### src/rtl/txr_pkg.sv
package txr_pkg;
  localparam int DESC_BYTES   = 16;
  localparam int DESC_SHIFT   = 4;
  localparam int DESC_KEEP    = 12;
  localparam int DESC_LEN_BIT = 64;
  localparam logic KIND_DESC  = 1'b0;
  localparam logic KIND_DATA  = 1'b1;

  typedef enum logic [2:0] {
    ST_IDLE,
    ST_DESC_REQ,
    ST_DESC_RSP,
    ST_DATA_REQ,
    ST_DATA_RSP,
    ST_CPL
  } txr_state_e;
endpackage

### src/rtl/txr_ptr_unit.sv
module txr_ptr_unit #(
  parameter int PTR_W  = 16,
  parameter int ADDR_W = 64,
  parameter int LOG2_W = 5
) (
  input  logic              clk,
  input  logic              rst_n,
  input  logic              head_we,
  input  logic [PTR_W-1:0]  head_wdata,
  input  logic              fetch_adv,
  input  logic              commit_adv,
  input  logic [ADDR_W-1:0] ring_base,
  input  logic [LOG2_W-1:0] ring_size_log2,
  output logic [PTR_W-1:0]  fetch_ptr,
  output logic [PTR_W-1:0]  tail_ptr,
  output logic              ring_empty,
  output logic [ADDR_W-1:0] slot_addr
);
  import txr_pkg::*;

  logic [PTR_W-1:0] head_q, fetch_q, tail_q;

  function automatic logic [ADDR_W-1:0] slot_offset(input logic [PTR_W-1:0] idx,
                                                    input logic [LOG2_W-1:0] lg);
    logic [PTR_W:0]   span;
    logic [PTR_W-1:0] mask;
    span = {{PTR_W{1'b0}}, 1'b1} << lg;
    mask = span[PTR_W-1:0] - {{(PTR_W-1){1'b0}}, 1'b1};
    return ADDR_W'(idx & mask) << DESC_SHIFT;
  endfunction

  always_ff @(posedge clk) begin
    if (!rst_n) begin
      head_q  <= '0;
      fetch_q <= '0;
      tail_q  <= '0;
    end else begin
      if (head_we)    head_q  <= head_wdata;
      if (fetch_adv)  fetch_q <= fetch_q + 1'b1;
      if (commit_adv) tail_q  <= tail_q + 1'b1;
    end
  end

  assign fetch_ptr  = fetch_q;
  assign tail_ptr   = tail_q;
  assign ring_empty = (head_q == fetch_q);
  assign slot_addr  = ring_base + slot_offset(fetch_q, ring_size_log2);

  // the tail only ever steps by one
  p_tail_step_r6: assert property (@(posedge clk) disable iff (!rst_n)
    !$stable(tail_q) |-> tail_q == $past(tail_q) + 1'b1);

  // fetch never runs more than one entry ahead of the commit index
  p_one_inflight_r8: assert property (@(posedge clk) disable iff (!rst_n)
    PTR_W'(fetch_q - tail_q) <= PTR_W'(1));
endmodule

### src/rtl/txr_desc_capture.sv
module txr_desc_capture #(
  parameter int ADDR_W = 64,
  parameter int LEN_W  = 32
) (
  input  logic              clk,
  input  logic              rst_n,
  input  logic              clear,
  input  logic              byte_valid,
  input  logic [7:0]        byte_data,
  output logic              done,
  output logic [ADDR_W-1:0] buf_addr,
  output logic [LEN_W-1:0]  buf_len
);
  import txr_pkg::*;

  localparam int CNT_W  = $clog2(DESC_BYTES + 1);
  localparam int KEEP_W = DESC_KEEP * 8;

  logic [CNT_W-1:0]  cnt_q;
  logic [KEEP_W-1:0] shreg_q;

  always_ff @(posedge clk) begin
    if (!rst_n) begin
      cnt_q   <= '0;
      shreg_q <= '0;
    end else if (clear) begin
      cnt_q <= '0;
    end else if (byte_valid && !done) begin
      cnt_q <= cnt_q + 1'b1;
      if (cnt_q < CNT_W'(DESC_KEEP))
        shreg_q <= {byte_data, shreg_q[KEEP_W-1:8]};
    end
  end

  assign done     = (cnt_q == CNT_W'(DESC_BYTES));
  assign buf_addr = shreg_q[ADDR_W-1:0];
  assign buf_len  = shreg_q[DESC_LEN_BIT +: LEN_W];

  // the byte counter never passes the descriptor size
  p_desc_bound_r4: assert property (@(posedge clk) disable iff (!rst_n)
    done |=> (done || $past(clear)));
endmodule

### src/rtl/tx_ring_sequencer.sv
module tx_ring_sequencer #(
  parameter int ADDR_W = 64,
  parameter int PTR_W  = 16,
  parameter int LEN_W  = 32,
  parameter int LOG2_W = 5
) (
  input  logic              clk,
  input  logic              rst_n,
  input  logic              hd_we,
  input  logic [PTR_W-1:0]  hd_wdata,
  input  logic [ADDR_W-1:0] ring_base,
  input  logic [LOG2_W-1:0] ring_size_log2,
  output logic [PTR_W-1:0]  tail_ptr,
  output logic              rd_valid,
  input  logic              rd_ready,
  output logic [ADDR_W-1:0] rd_addr,
  output logic [LEN_W-1:0]  rd_len,
  output logic [PTR_W-1:0]  rd_tag,
  output logic              rd_kind,
  input  logic              rsp_valid,
  output logic              rsp_ready,
  input  logic [7:0]        rsp_data,
  input  logic [PTR_W-1:0]  rsp_tag,
  output logic              tx_valid,
  input  logic              tx_ready,
  output logic [7:0]        tx_data,
  output logic              tx_last,
  output logic              cpl_valid,
  input  logic              cpl_ready,
  output logic [PTR_W-1:0]  cpl_tag,
  output logic [LEN_W-1:0]  cpl_len,
  output logic              cpl_is_tx
);
  import txr_pkg::*;

  txr_state_e        state_q;
  logic [PTR_W-1:0]  cur_tag_q;
  logic [LEN_W-1:0]  byte_cnt_q;

  logic [PTR_W-1:0]  fetch_ptr;
  logic              ring_empty;
  logic [ADDR_W-1:0] slot_addr;
  logic              desc_done;
  logic [ADDR_W-1:0] buf_addr;
  logic [LEN_W-1:0]  buf_len;

  // named internal events
  logic tag_hit, desc_issue, data_issue, desc_byte, beat, frame_done, cpl_take;

  assign tag_hit    = (rsp_tag == cur_tag_q);
  assign desc_issue = (state_q == ST_DESC_REQ) && rd_ready;
  assign data_issue = (state_q == ST_DATA_REQ) && rd_ready;
  assign desc_byte  = (state_q == ST_DESC_RSP) && rsp_valid && tag_hit && !desc_done;
  assign beat       = tx_valid && tx_ready;
  assign frame_done = beat && tx_last;
  assign cpl_take   = (state_q == ST_CPL) && cpl_ready;

  txr_ptr_unit #(.PTR_W(PTR_W), .ADDR_W(ADDR_W), .LOG2_W(LOG2_W)) u_ptr (
    .clk            (clk),
    .rst_n          (rst_n),
    .head_we        (hd_we),
    .head_wdata     (hd_wdata),
    .fetch_adv      (desc_issue),
    .commit_adv     (frame_done),
    .ring_base      (ring_base),
    .ring_size_log2 (ring_size_log2),
    .fetch_ptr      (fetch_ptr),
    .tail_ptr       (tail_ptr),
    .ring_empty     (ring_empty),
    .slot_addr      (slot_addr)
  );

  txr_desc_capture #(.ADDR_W(ADDR_W), .LEN_W(LEN_W)) u_desc (
    .clk        (clk),
    .rst_n      (rst_n),
    .clear      (desc_issue),
    .byte_valid (desc_byte),
    .byte_data  (rsp_data),
    .done       (desc_done),
    .buf_addr   (buf_addr),
    .buf_len    (buf_len)
  );

  always_ff @(posedge clk) begin
    if (!rst_n) begin
      state_q    <= ST_IDLE;
      cur_tag_q  <= '0;
      byte_cnt_q <= '0;
    end else begin
      unique case (state_q)
        ST_IDLE:     if (!ring_empty) state_q <= ST_DESC_REQ;
        ST_DESC_REQ: if (desc_issue) begin
                       cur_tag_q <= fetch_ptr;
                       state_q   <= ST_DESC_RSP;
                     end
        ST_DESC_RSP: if (desc_done) state_q <= ST_DATA_REQ;
        ST_DATA_REQ: if (data_issue) begin
                       byte_cnt_q <= '0;
                       state_q    <= ST_DATA_RSP;
                     end
        ST_DATA_RSP: if (beat) begin
                       byte_cnt_q <= byte_cnt_q + 1'b1;
                       if (tx_last) state_q <= ST_CPL;
                     end
        ST_CPL:      if (cpl_take) state_q <= ST_IDLE;
        default:     state_q <= ST_IDLE;
      endcase
    end
  end

  always_comb begin
    rd_valid = 1'b0;
    rd_addr  = slot_addr;
    rd_len   = LEN_W'(DESC_BYTES);
    rd_tag   = fetch_ptr;
    rd_kind  = KIND_DESC;
    if (state_q == ST_DESC_REQ) begin
      rd_valid = 1'b1;
    end else if (state_q == ST_DATA_REQ) begin
      rd_valid = 1'b1;
      rd_addr  = buf_addr;
      rd_len   = buf_len;
      rd_tag   = cur_tag_q;
      rd_kind  = KIND_DATA;
    end
  end

  assign rsp_ready = (state_q == ST_DATA_RSP && tag_hit) ? tx_ready : 1'b1;
  assign tx_valid  = (state_q == ST_DATA_RSP) && rsp_valid && tag_hit;
  assign tx_data   = rsp_data;
  assign tx_last   = (byte_cnt_q == buf_len - 1'b1);
  assign cpl_valid = (state_q == ST_CPL);
  assign cpl_tag   = cur_tag_q;
  assign cpl_len   = buf_len;
  assign cpl_is_tx = 1'b1;

  // a descriptor read never starts from an empty ring
  p_no_read_empty_r2: assert property (@(posedge clk) disable iff (!rst_n)
    (rd_valid && rd_kind == KIND_DESC) |-> !ring_empty);

  // an unaccepted request keeps its fields
  p_req_hold_r3: assert property (@(posedge clk) disable iff (!rst_n)
    (rd_valid && !rd_ready) |=> (rd_valid && $stable(rd_addr) && $stable(rd_tag) && $stable(rd_kind)));

  // the completion names the entry just committed and waits for acceptance
  p_cpl_tag_r7: assert property (@(posedge clk) disable iff (!rst_n)
    cpl_valid |-> (cpl_tag == tail_ptr - 1'b1));
  p_cpl_hold_r7: assert property (@(posedge clk) disable iff (!rst_n)
    (cpl_valid && !cpl_ready) |=> (cpl_valid && $stable(cpl_tag) && $stable(cpl_len)));

  // only bytes of the entry at the commit index reach the frame stream
  p_data_tag_r9: assert property (@(posedge clk) disable iff (!rst_n)
    tx_valid |-> (rsp_tag == tail_ptr));
endmodule

### config.mk
export PLATFORM = sky130hd
export DESIGN_NAME = tx_ring_sequencer
export DESIGN_NICKNAME = d
export VERILOG_FILES = /design/src/rtl/txr_pkg.sv /design/src/rtl/txr_ptr_unit.sv /design/src/rtl/txr_desc_capture.sv /design/src/rtl/tx_ring_sequencer.sv
export SDC_FILE = /design/constraint.sdc
export NUM_CORES = 1
export LEC_CHECK = 0
export BUFFER_PORTS_ARGS = -buffer_cell sky130_fd_sc_hd__buf_2
export CORE_MARGIN = 2
export CORE_UTILIZATION = 48
export DETAILED_ROUTE_END_ITERATION = 8
export GPL_TIMING_DRIVEN = 0
export PLACE_DENSITY_LB_ADDON = 0.3
export SLEW_MARGIN = 5
export SYNTH_ARGS = -nofsm -noshare
export SYNTH_HDL_FRONTEND = slang
export SYNTH_HIERARCHICAL = 1
export SYNTH_SLANG_ARGS = --single-unit
### constraint.sdc
create_clock -name clk -period 3.7 [get_ports clk]
set_input_delay 0.37 -clock clk [delete_from_list [all_inputs] [get_ports clk]]
set_output_delay 0.37 -clock clk [all_outputs]
set_load 0.005 [all_outputs]
==> results by group, run 1 <==
Place
  – DP Area: 15200 µm²
  – Dpl hpwl: approximately 34000 µm
  – Port Buffers: about 300
  – Placed instance count: approximately 2400
  – Routability congestion estimate: 0.992

Logic synthesis
  – Post-Syn Instances: 1714
  – Top cells by area, synth: dfxtp_1 30%, nand2_1 13%, mux2i_1 9.0%, xnor2_1 8.2%, xor2_1 4.0%
  – Register area share after synthesis: 30.2%
  – Syn Area/Cell: 7.74 µm²
  – Ys flop type: dfxtp_1
  – Net Count, Synth: 1854
  – Synth top area share: between 30% and 40%
  – Cell Area, Synth: 13300 µm²
  – Post-synth EDFFs: 0
  – Synth warn: 6
  – Asr flop ratio synth: 0%
  – Distinct cells, synth: between 80 and 90
  – Yosys reg bits: 200
  – Synth area leader: dfxtp_1

Clocking
  – Clk sink count: 200
  – CTS Hold Bufs: 0
  – CTS clk-pin slew, worst paths: roughly 80 ps
  – CTS tree: built
  – CTS max path bufs: 2
  – H-tree depth: 4
  – Clk root buf: clkbuf_16
  – Skew-Pair Late Insertion Delay: 440 ps
  – Number of CTS-inserted buffers: 17

Cells and area
  – Area occupied by multi-input gates: between 9000 and 10000 µm²
  – Nets: 2231
  – Layout cells sized above 1: 26.9%
  – Fillers: roughly 2500
  – Final cell count without fillers: 2446
  – Fin util: 63.0%
  – Cell area after layout: 17000 µm²
  – FF/Latch Area: 4020 µm²
  – Area growth from synthesis to layout: 28.4%

Global routing
  – GRT busiest layer: met2
  – Gr ovfl total: 0
  – GRT met3 Usage: 3.93%
  – Largest net degree at the start of global routing: 22
  – Met1 usage: 40.0%
  – Total GRT Usage: between 30% and 40%
  – Number of global-route vias before repair: 13240
  – Routing usage on met2: 52.1%
  – Antenna violations before repair: 1
  – First-pass GRT wire length: 70100 µm

Worst setup path
  – CP Data Arrival Time: 4370 ps
  – CP Class: reg -> reg
  – Reg2Reg Setup Slack: -330 ps
  – Startpoint types: register
  – Crit end category: register
  – CP required: 4050 ps
  – FF-to-FF Start: u_desc/shreg_q[76]
  – CP Max Fanout: 8
  – Worst Setup SP: u_desc/shreg_q[76]

Timing
  – Worst clock skew: 15.5 ps
  – Normalized max-slew margin: ~42%
  – Period utilization: 109%
  – Transition time of the tightest slew-check pin: 864 ps
  – Post-route worst setup slack: -327 ps
  – Hold Fails Final Rpt: 0
  – RSZ-0062 raised after global routing: true
  – Pins over their slew limit: 0
  – Final Hold Slack: between 150 and 200 ps
  – Max frequency: 248 MHz
  – Final worst path period need: 4030 ps
  – # setup viols final: 64

Routing
  – Drt wl/cell: 18.7 µm
  – DRT iter0 DRCs: 1104
  – Vias per std cell: roughly 5.7
  – DRC: 0
  – DRT antenna net count: 0
  – 1st-pass router iterations: 6
  – Final wirelength: about 46000 µm
  – Vias: 13847

Die
  – I/O pin cnt: 307
  – Rows: 60
  – Initial Util: 49.1%
  – Die extent in y: approximately 170 µm
  – Die ar.: around 29000 µm²
  – Die Width: 170 µm
  – Core box area: 27000 µm²

Run
  – Max-cap viol count: 0

Min path
  – HP Start: hd_wdata[3]
  – Worst min-delay path class: in -> reg

Power
  – Lkg Pwr: between 8 and 9 nW
  – Worst IR Drop VDD: a little under 0.3 mV
  – Tot Pwr: 5.01 mW
  – PwrDens: 294 nW/µm²

Outcome
  – Failing checks: negative setup slack
  – Outcome: finished with violations
## area by class of cell
| cell class | count | area share [%] |
|---|---|---|
| multi-input cells | 1382 | 54.4 |
| flip-flops and latches | 200 | 23.6 |
| inverters | 32 | 0.705 |
| well taps | 341 | 2.50 |
| clock inverters | 14 | 1.07 |
| repair buffers | 359 | 12.0 |
| clock buffers | 18 | 2.58 |
| diodes | 1 | 0.0147 |
| plain buffers | 99 | 3.17 |
## worst paths after layout
check | end | depth (start not counted)
max | u_ptr/tail_ptr[13] | 14
min | u_ptr/head_q[3] | 3
max reg2reg | u_ptr/tail_ptr[13] | 14
min reg2reg | u_desc/shreg_q[5] | 2
## metrics by stage
step	TNS [ps]	setup WS, ps
2_1_floorplan	-50.7	-50.7
3_3_place_gp	-45460	-1010
5_1_grt	-24000	-522
3_5_place_dp	-46200	-1000
4_1_cts	-7430	-241
6_report	-12370	-327
## worst max-delay path, stage by stage, from the launching register on
cell and delay, ps:
dfxtp_2 390, or4_4 500, or4_4 460, nor4b_4 290, mux2i_2 320, and4_1 210
nand4_1 230, nor4b_4 400, buf_4 170, and4_4 220, nand4_1 190, nor2_2 170
nand3_1 100, xnor2_1 140, and2_1 140
## state kept, by name, summed over array words and instances, names as in the netlist
register         flops
byte_cnt_q          32
cpl_tag             16
state_q              3
u_desc/cnt_q         5
u_desc/shreg_q      96
u_ptr/fetch_ptr     16
u_ptr/head_q        16
u_ptr/tail_ptr      16
## synth_stat cells (6+ instances only)
cell type and number:
nand2_1 453, dfxtp_1 200, xnor2_1 124, mux2i_1 119, nor2_1 79, clkbuf_1 63
xor2_1 60, nand4_1 57, and3_1 55, a21oi_1 43, nand3_1 39, and2_1 36
nor3_1 33, inv_1 30, nor2b_1 28, o21ai_0 26, a21boi_0 23, ha_1 23
nor4_1 19, buf_4 15, and4_1 14, buf_2 12, nand2b_1 10, o211ai_1 10
or3_1 10, o21a_1 8, a21o_1 6, a31oi_1 6, buf_6 6, nand3b_1 6
## layout by cell type, fill, tap and decap left out, types with 7 or more instances in the layout
cell type,instances
nor4_1,15
buf_6,17
and4_1,11
a21oi_1,27
buf_4,63
nand2b_1,10
o21ai_0,19
nor2b_1,28
dfxtp_1,194
buf_2,308
inv_1,29
and2_1,35
mux2i_1,118
o211ai_1,10
nand3_2,10
clkbuf_1,55
nor2_1,72
nor3_1,28
or3_1,9
a21oi_2,14
clkbuf_16,17
nand2_1,443
xor2_1,60
xnor2_1,121
nand3_1,31
nand2_2,8
and3_1,53
ha_1,19
o21a_1,8
nand4_1,57
a21boi_0,19
o21ai_1,7
## logic make-up after synthesis
kind of cell,synth area share (%)
simple gates,32.8
flops,30.2
xor+xnor,12.2
compound gates,8.77
buf+inv,4.66
mux,9.07
fa+ha+maj,2.32
other cells,0.0283
## what timing repair did
item | 4_1_cts | 5_1_grt
pin swaps | 153 | 28
buffers inserted | 55 | 12
endpoints found under the setup margin | 70 | 141
gates resized for setup | 139 | 28
gates cloned | 4 | 0
## per-layer routing
metal | vias to the layer above | routed length [µm]
met4 | 0 | 1380
met1 | 6539 | 19400
met2 | 592 | 21700
li1 | 6617 | -
met3 | 99 | 3130
met5 | - | 0
## power by group
group	leakage (nW)	internal (mW)	total (mW)	switching, mW
combinational	6.25	0.330	0.902	0.573
sequential	1.62	2.17	2.20	0.0308
clock	0.298	0.940	1.90	0.960
total	8.16	3.44	5.01	1.56
No activity file was read; power rests on OpenSTA's default activity.
==> run 2: changes to the inputs <==
Settings changed: SKIP_LAST_GASP set to 1.
==> results by group, run 2 (synthesized netlist as in run 1, its figures left out) <==
Outcome
  – Outcome: finished with violations
  – Failing checks: negative setup slack

Routing
  – Vias per std cell: around 5.6
  – DRC: 0
  – DRT antenna net count: 0
  – 1st-pass router iterations: 5
  – Final wirelength: 45500 µm
  – Vias: roughly 14000
  – DRT iter0 DRCs: 1077
  – Drt wl/cell: 18.6 µm

Clocking
  – Clk sink count: 200
  – Number of CTS-inserted buffers: 17
  – CTS tree: built
  – CTS clk-pin slew, worst paths: about 90 ps
  – CTS max path bufs: 2
  – H-tree depth: 4
  – Clk root buf: clkbuf_16
  – Skew-Pair Late Insertion Delay: about 440 ps
  – CTS Hold Bufs: 0

Cells and area
  – Commonest non-fill, non-tap cell in the layout: nand2_1
  – Top flop regs: u_desc/shreg_q x96, byte_cnt_q x32
  – FF/Latch Area: 4020 µm²
  – Fillers: around 2500
  – Biggest register: u_desc/shreg_q
  – Fin util: a little over three fifths
  – Area occupied by multi-input gates: between 9000 and 10000 µm²
  – Most frequent cells in the layout: 444 x nand2_1, 308 x buf_2, 194 x dfxtp_1
  – Max reg flops: 96
  – Layout cells sized above 1: 26.9%
  – Area growth from synthesis to layout: 28.4%
  – Nets: 2232

Min path
  – HP Start: hd_wdata[0]
  – WHS Endpoint: u_ptr/head_q[0]
  – Hold Path Depth: 3
  – Worst min-delay path class: in -> reg

Timing
  – Max frequency: 247 MHz
  – Post-route worst setup slack: -348 ps
  – Period utilization: 109%
  – Setup TNS: -12640 ps
  – Final Hold Slack: 193 ps
  – Final worst path period need: 4050 ps
  – Worst clock skew: 15.3 ps
  – Transition time of the tightest slew-check pin: 849 ps
  – # setup viols final: 64
  – Pins over their slew limit: 0
  – Hold Fails Final Rpt: 0
  – RSZ-0062 raised after global routing: true
  – Normalized max-slew margin: 43.1%

Worst setup path
  – Worst Setup SP: u_desc/shreg_q[76]
  – CP Max Fanout: 8
  – Reg2Reg Setup Slack: -350 ps
  – FF-to-FF Start: u_desc/shreg_q[76]
  – R2r endpoint: u_ptr/tail_ptr[13]
  – CP required: 4050 ps
  – CP Data Arrival Time: 4390 ps
  – CP Class: reg -> reg
  – Startpoint types: register
  – Crit end category: register
  – Reg2Reg Depth: 14

Global routing
  – GRT busiest layer: met2
  – GRT met3 Usage: ~3.9%
  – Met1 usage: 40.0%
  – Largest net degree at the start of global routing: 22
  – Routing usage on met2: a little over half
  – First-pass GRT wire length: 70000 µm
  – Total GRT Usage: 30.6%
  – Gr ovfl total: 0
  – Number of global-route vias before repair: 13234
  – Antenna violations before repair: 1

Power
  – Worst IR Drop VDD: 0.289 mV
  – PwrDens: 294 nW/µm²
  – Lkg Pwr: 8.16 nW

Place
  – Routability congestion estimate: 0.992
  – Dpl hpwl: 34000 µm
  – Port Buffers: 298

Die
  – I/O pin cnt: slightly above 300
  – Rows: 60
  – Die extent in y: 170 µm
  – Initial Util: 49.1%
  – Die Width: 170 µm
  – Core box area: 27000 µm²
  – Die ar.: 29000 µm²

Run
  – Max-cap viol count: 0
run 2: metal layers:
layer	vias to the layer above	routed length, µm
met5	-	0
met1	6492	19500
met2	590	21700
met4	0	1370
met3	102	2910
li1	6623	-
run 2: area by class of cell:
cell class              count  share of cell area (%)
multi-input cells        1382                    54.4
flip-flops and latches    200                    23.6
repair buffers            360                    12.0
plain buffers              99                    3.17
clock buffers              18                    2.58
well taps                 341                    2.51
clock inverters            14                    1.07
inverters                  32                   0.706
diodes                      1                  0.0147
run 2: worst max-delay path, stage by stage, from the launching register on:
cell,delay [ps]
dfxtp_2,390
or4_4,500
or4_4,470
nor4b_4,290
mux2i_2,320
and4_1,220
nand4_1,230
nor4b_4,410
buf_4,170
and4_4,220
nand4_1,190
nor2_2,170
nand3_1,100
xnor2_1,140
and2_1,140
run 2: how the worst max path moves through the flow:
stage                     slack (ps)                 end  cells after the start
after global placement         -1010         rd_addr[43]                     19
after detailed placement       -1000         rd_addr[37]                     19
final                           -350  u_ptr/tail_ptr[13]                     14
after global routing            -520         rd_addr[62]                     21
after CTS                       -240         rd_addr[58]                     21
after floorplan                  -50  u_ptr/tail_ptr[13]                     13
run 2: repair_timing:
item | CTS | global route
gates resized for setup | 136 | 27
buffers inserted | 55 | 12
pin swaps | 149 | 31
setup endpoints to repair | 70 | 141
gates cloned | 4 | 0
run 2: stage by stage:
step / power (mW) / cells / cell area (µm²) / setup WS, ps
after floorplan: 2.74 / 1714 / 13300 / -50.7
after global placement: 3.11 / 2353 / 15200 / -1010
after detailed placement: 3.11 / 2353 / 15200 / -1000
after CTS: 5.02 / 2442 / 16900 / -241
after global routing: 5.22 / 2447 / 17000 / -522
final: 5.01 / 2447 / 17000 / -348
run 2: where the power goes:
| group | internal, mW | switching, mW | leakage, nW | total, mW |
|---|---|---|---|---|
| combinational | 0.329 | 0.571 | 6.25 | 0.900 |
| clock | 0.940 | 0.964 | 0.298 | 1.90 |
| sequential | 2.17 | 0.0307 | 1.62 | 2.20 |
==> run 3: changes to the inputs <==
Settings changed: ABC_AREA set to 1, ABC_CLOCK_PERIOD_IN_PS set to 3700.
==> results by group, run 3 <==
Outcome
  – Outcome: finished clean

Routing
  – Final wirelength: 57100 µm
  – DRC: 0
  – WL met3: 4790 µm
  – Top routing layer used: met4
  – 1st-pass router iterations: 8
  – Met2 WL post-DR: ~25000 µm
  – DRT iter0 DRCs: 1616
  – Vias per std cell: 5.27
  – Drt wl/cell: between 15 and 20 µm
  – DRT antenna net count: 0
  – Vias: 18912
  – Met1 Wirelength: around 25000 µm

Logic synthesis
  – Most frequent cell after synthesis: nand2_1
  – Net Count, Synth: 2944
  – Yosys reg bits: 200
  – Post-synthesis adder-cell area fraction: 1.94%
  – Ys flop type: dfxtp_1
  – Synth warn: 6
  – Cell Area, Synth: 15800 µm²
  – Asr flop ratio synth: 0%
  – Post-synthesis mux area share: 0%
  – Register area share after synthesis: between 20% and 30%
  – Distinct cells, synth: 45
  – Synth top area share: 25.3%
  – Synth top cells by count: 901 x nand2_1, 522 x nor2_1, 364 x inv_1, 200 x dfxtp_1, 150 x nand4_1
  – Post-synth EDFFs: 0
  – Largest family of logic cells by synthesized area: simple AND/OR/NAND/NOR gates
  – Synth Area in XOR/XNOR: 5.86%
  – Syn Area/Cell: approximately 5.7 µm²
  – Post-synthesis simple-gate area fraction: 49.3%
  – Post-Syn Instances: around 2800
  – Top cells by area, synth: dfxtp_1 25%, nand2_1 21%, nor2_1 12%, inv_1 8.6%, nand4_1 5.9%
  – Synth Area in Compound Gates: under 10%
  – Synth area leader: dfxtp_1

Power
  – Combinational share of power: 25.1%
  – Internal: approximately 3.6 mW
  – Sequential Power Share: 40.9%
  – Worst IR Drop VDD: 0.404 mV
  – PwrDens: 300 nW/µm²
  – Tot Pwr: 5.69 mW
  – Lkg Pwr: 9.14 nW
  – Switching Fraction: 36.0%
  – Clock power frac: 33.9%
  – P_sw: 2.05 mW

Cells and area
  – Fin util: about three fifths
  – Nets: 3273
  – Fillers: 3357
  – Top flop regs: u_desc/shreg_q x96, byte_cnt_q x32
  – Area growth from synthesis to layout: 19.9%
  – Biggest register: u_desc/shreg_q
  – Commonest non-fill, non-tap cell in the layout: nand2_1
  – Final cell count without fillers: roughly 3600
  – Max reg flops: 96
  – Most frequent cells in the layout: 870 x nand2_1, 509 x nor2_1, 360 x inv_1
  – Layout cells sized above 1: 17.0%

Clocking
  – CTS max path bufs: 2
  – CTS tree: built
  – Skew-Pair Late Insertion Delay: 460 ps
  – CTS clk-pin slew, worst paths: 90 ps
  – Clk root buf: clkbuf_16
  – H-tree depth: 4
  – Clk sink count: 200
  – Number of CTS-inserted buffers: 17

Die
  – Die ar.: around 34000 µm²
  – Initial Util: 48.7%
  – Rows: 66
  – Die Width: 186 µm
  – Die extent in y: about 190 µm
  – Core box area: 32500 µm²
  – I/O pin cnt: between 300 and 400

Timing
  – Max frequency: between 200 and 300 MHz
  – Transition time of the tightest slew-check pin: 843 ps
  – # setup viols final: 0
  – Period utilization: 95.0%
  – Normalized max-slew margin: 43.8%
  – Hold Fails Final Rpt: 0
  – Final worst path period need: 3510 ps
  – Worst clock skew: 13.9 ps
  – Pins over their slew limit: 0

Worst setup path
  – CP Max Fanout: 7
  – CP Class: in -> out
  – CP Data Arrival Time: roughly 3100 ps
  – Crit end category: output pin
  – R2r endpoint: u_desc/shreg_q[67]
  – CP required: 3330 ps
  – Startpoint types: input pin
  – Reg2Reg Setup Slack: 220 ps
  – FF-to-FF Start: u_desc/cnt_q[0]
  – Reg2Reg Depth: 16

Min path
  – WHS Endpoint: u_ptr/head_q[7]
  – HP Start: hd_wdata[7]
  – Worst min-delay path class: in -> reg
  – Hold Path Depth: 3

Global routing
  – Total GRT Usage: 32.5%
  – Antenna violations before repair: 1
  – Number of global-route vias before repair: 17203
  – Gr ovfl total: 0
  – First-pass GRT wire length: ~88000 µm
  – Largest net degree at the start of global routing: 23

Place
  – Dpl hpwl: 45100 µm
  – Routability congestion estimate: 1.00
  – Placed instance count: 3547
  – Port Buffers: 301

Run
  – Max-cap viol count: 0
-- run 3: power groups by stage --
stage | clock network [mW] | registers, mW | logic, mW
2_1_floorplan | 0 | 2.35 | 0.832
3_3_place_gp | 0 | 2.37 | 1.35
3_5_place_dp | 0 | 2.37 | 1.37
4_1_cts | 1.95 | 2.32 | 1.39
5_1_grt | 2.03 | 2.34 | 1.59
6_report | 1.93 | 2.33 | 1.43
-- run 3: stage by stage --
step	area [µm²]	hold WS (ps)	setup TNS, ps	worst slack (ps)
2_1_floorplan	15800	452	0	662
3_3_place_gp	17900	451	-1210	-147
3_5_place_dp	17900	457	-2180	-161
4_1_cts	18600	124	-11.7	-11.7
5_1_grt	19000	138	-5.52	-5.52
6_report	19000	132	0	186
-- run 3: cell families after synthesis --
family / after synthesis
AO/OA/AOI/OAI: 161
XOR/XNOR: 106
adder cells (fa/ha/maj): 24
buffers and inverters: 488
flip-flops: 200
other: 1
AND/OR/NAND/NOR: 1824
-- run 3: how the worst max path moves through the flow --
stage	start	slack, ps	to	cells past startpoint
detailed placement	ring_size_log2[4]	-160	rd_addr[32]	26
finish	ring_size_log2[4]	190	rd_addr[32]	26
global route	ring_size_log2[4]	-6	rd_addr[20]	25
global placement	ring_size_log2[4]	-150	rd_addr[32]	26
floorplan	ring_size_log2[3]	660	rd_addr[24]	21
CTS	ring_size_log2[3]	-10	rd_addr[32]	24
-- run 3: cell type report --
class / instances / area, µm² / area share (%)
inverters: 374 / 1400 / 7.39
clock inverters: 15 / 191 / 1.01
repair buffers: 310 / 1570 / 8.29
plain buffers: 114 / 542 / 2.85
well taps: 442 / 553 / 2.91
multi-input cells: 2116 / 10300 / 54.2
flip-flops and latches: 200 / 4010 / 21.1
diodes: 1 / 2.50 / 0.0132
clock buffers: 17 / 425 / 2.24
-- run 3: routing by layer --
| metal | GRT usage, % | vias to the layer above |
|---|---|---|
| li1 | - | 9387 |
| met1 | 43.3 | 8496 |
| met2 | 53.0 | 888 |
| met3 | 3.66 | 141 |
| met4 | 14.3 | 0 |
| met5 | 0 | - |
-- run 3: critical path, cell delays in order --
cell and delay [ps]:
buf_2 110, inv_1 50, nand2_2 110, nor2_4 50, buf_4 130, buf_4 120, nand2_1 60, nand2_2 60
inv_2 80, nand2_4 70, nor2_4 140, inv_1 90, a21oi_4 190, ha_4 240, nand2_2 70, inv_1 80
a21oi_2 230, nand2_1 110, nand2_2 90, nand3_4 120, nand2_1 90, nand2_1 60, nand2_2 80, nand2_1 80
nand2_2 120, buf_2 110
-- run 3: timing repair --
| item | CTS | global route |
|---|---|---|
| resized for setup | 20 | 89 |
| setup buffers | 5 | 4 |
| pin swaps | 4 | 25 |
| setup endpoints to repair | 43 | 74 |
| hold buffers | 0 | 0 |
| endpoints found under the hold margin | 0 | 0 |
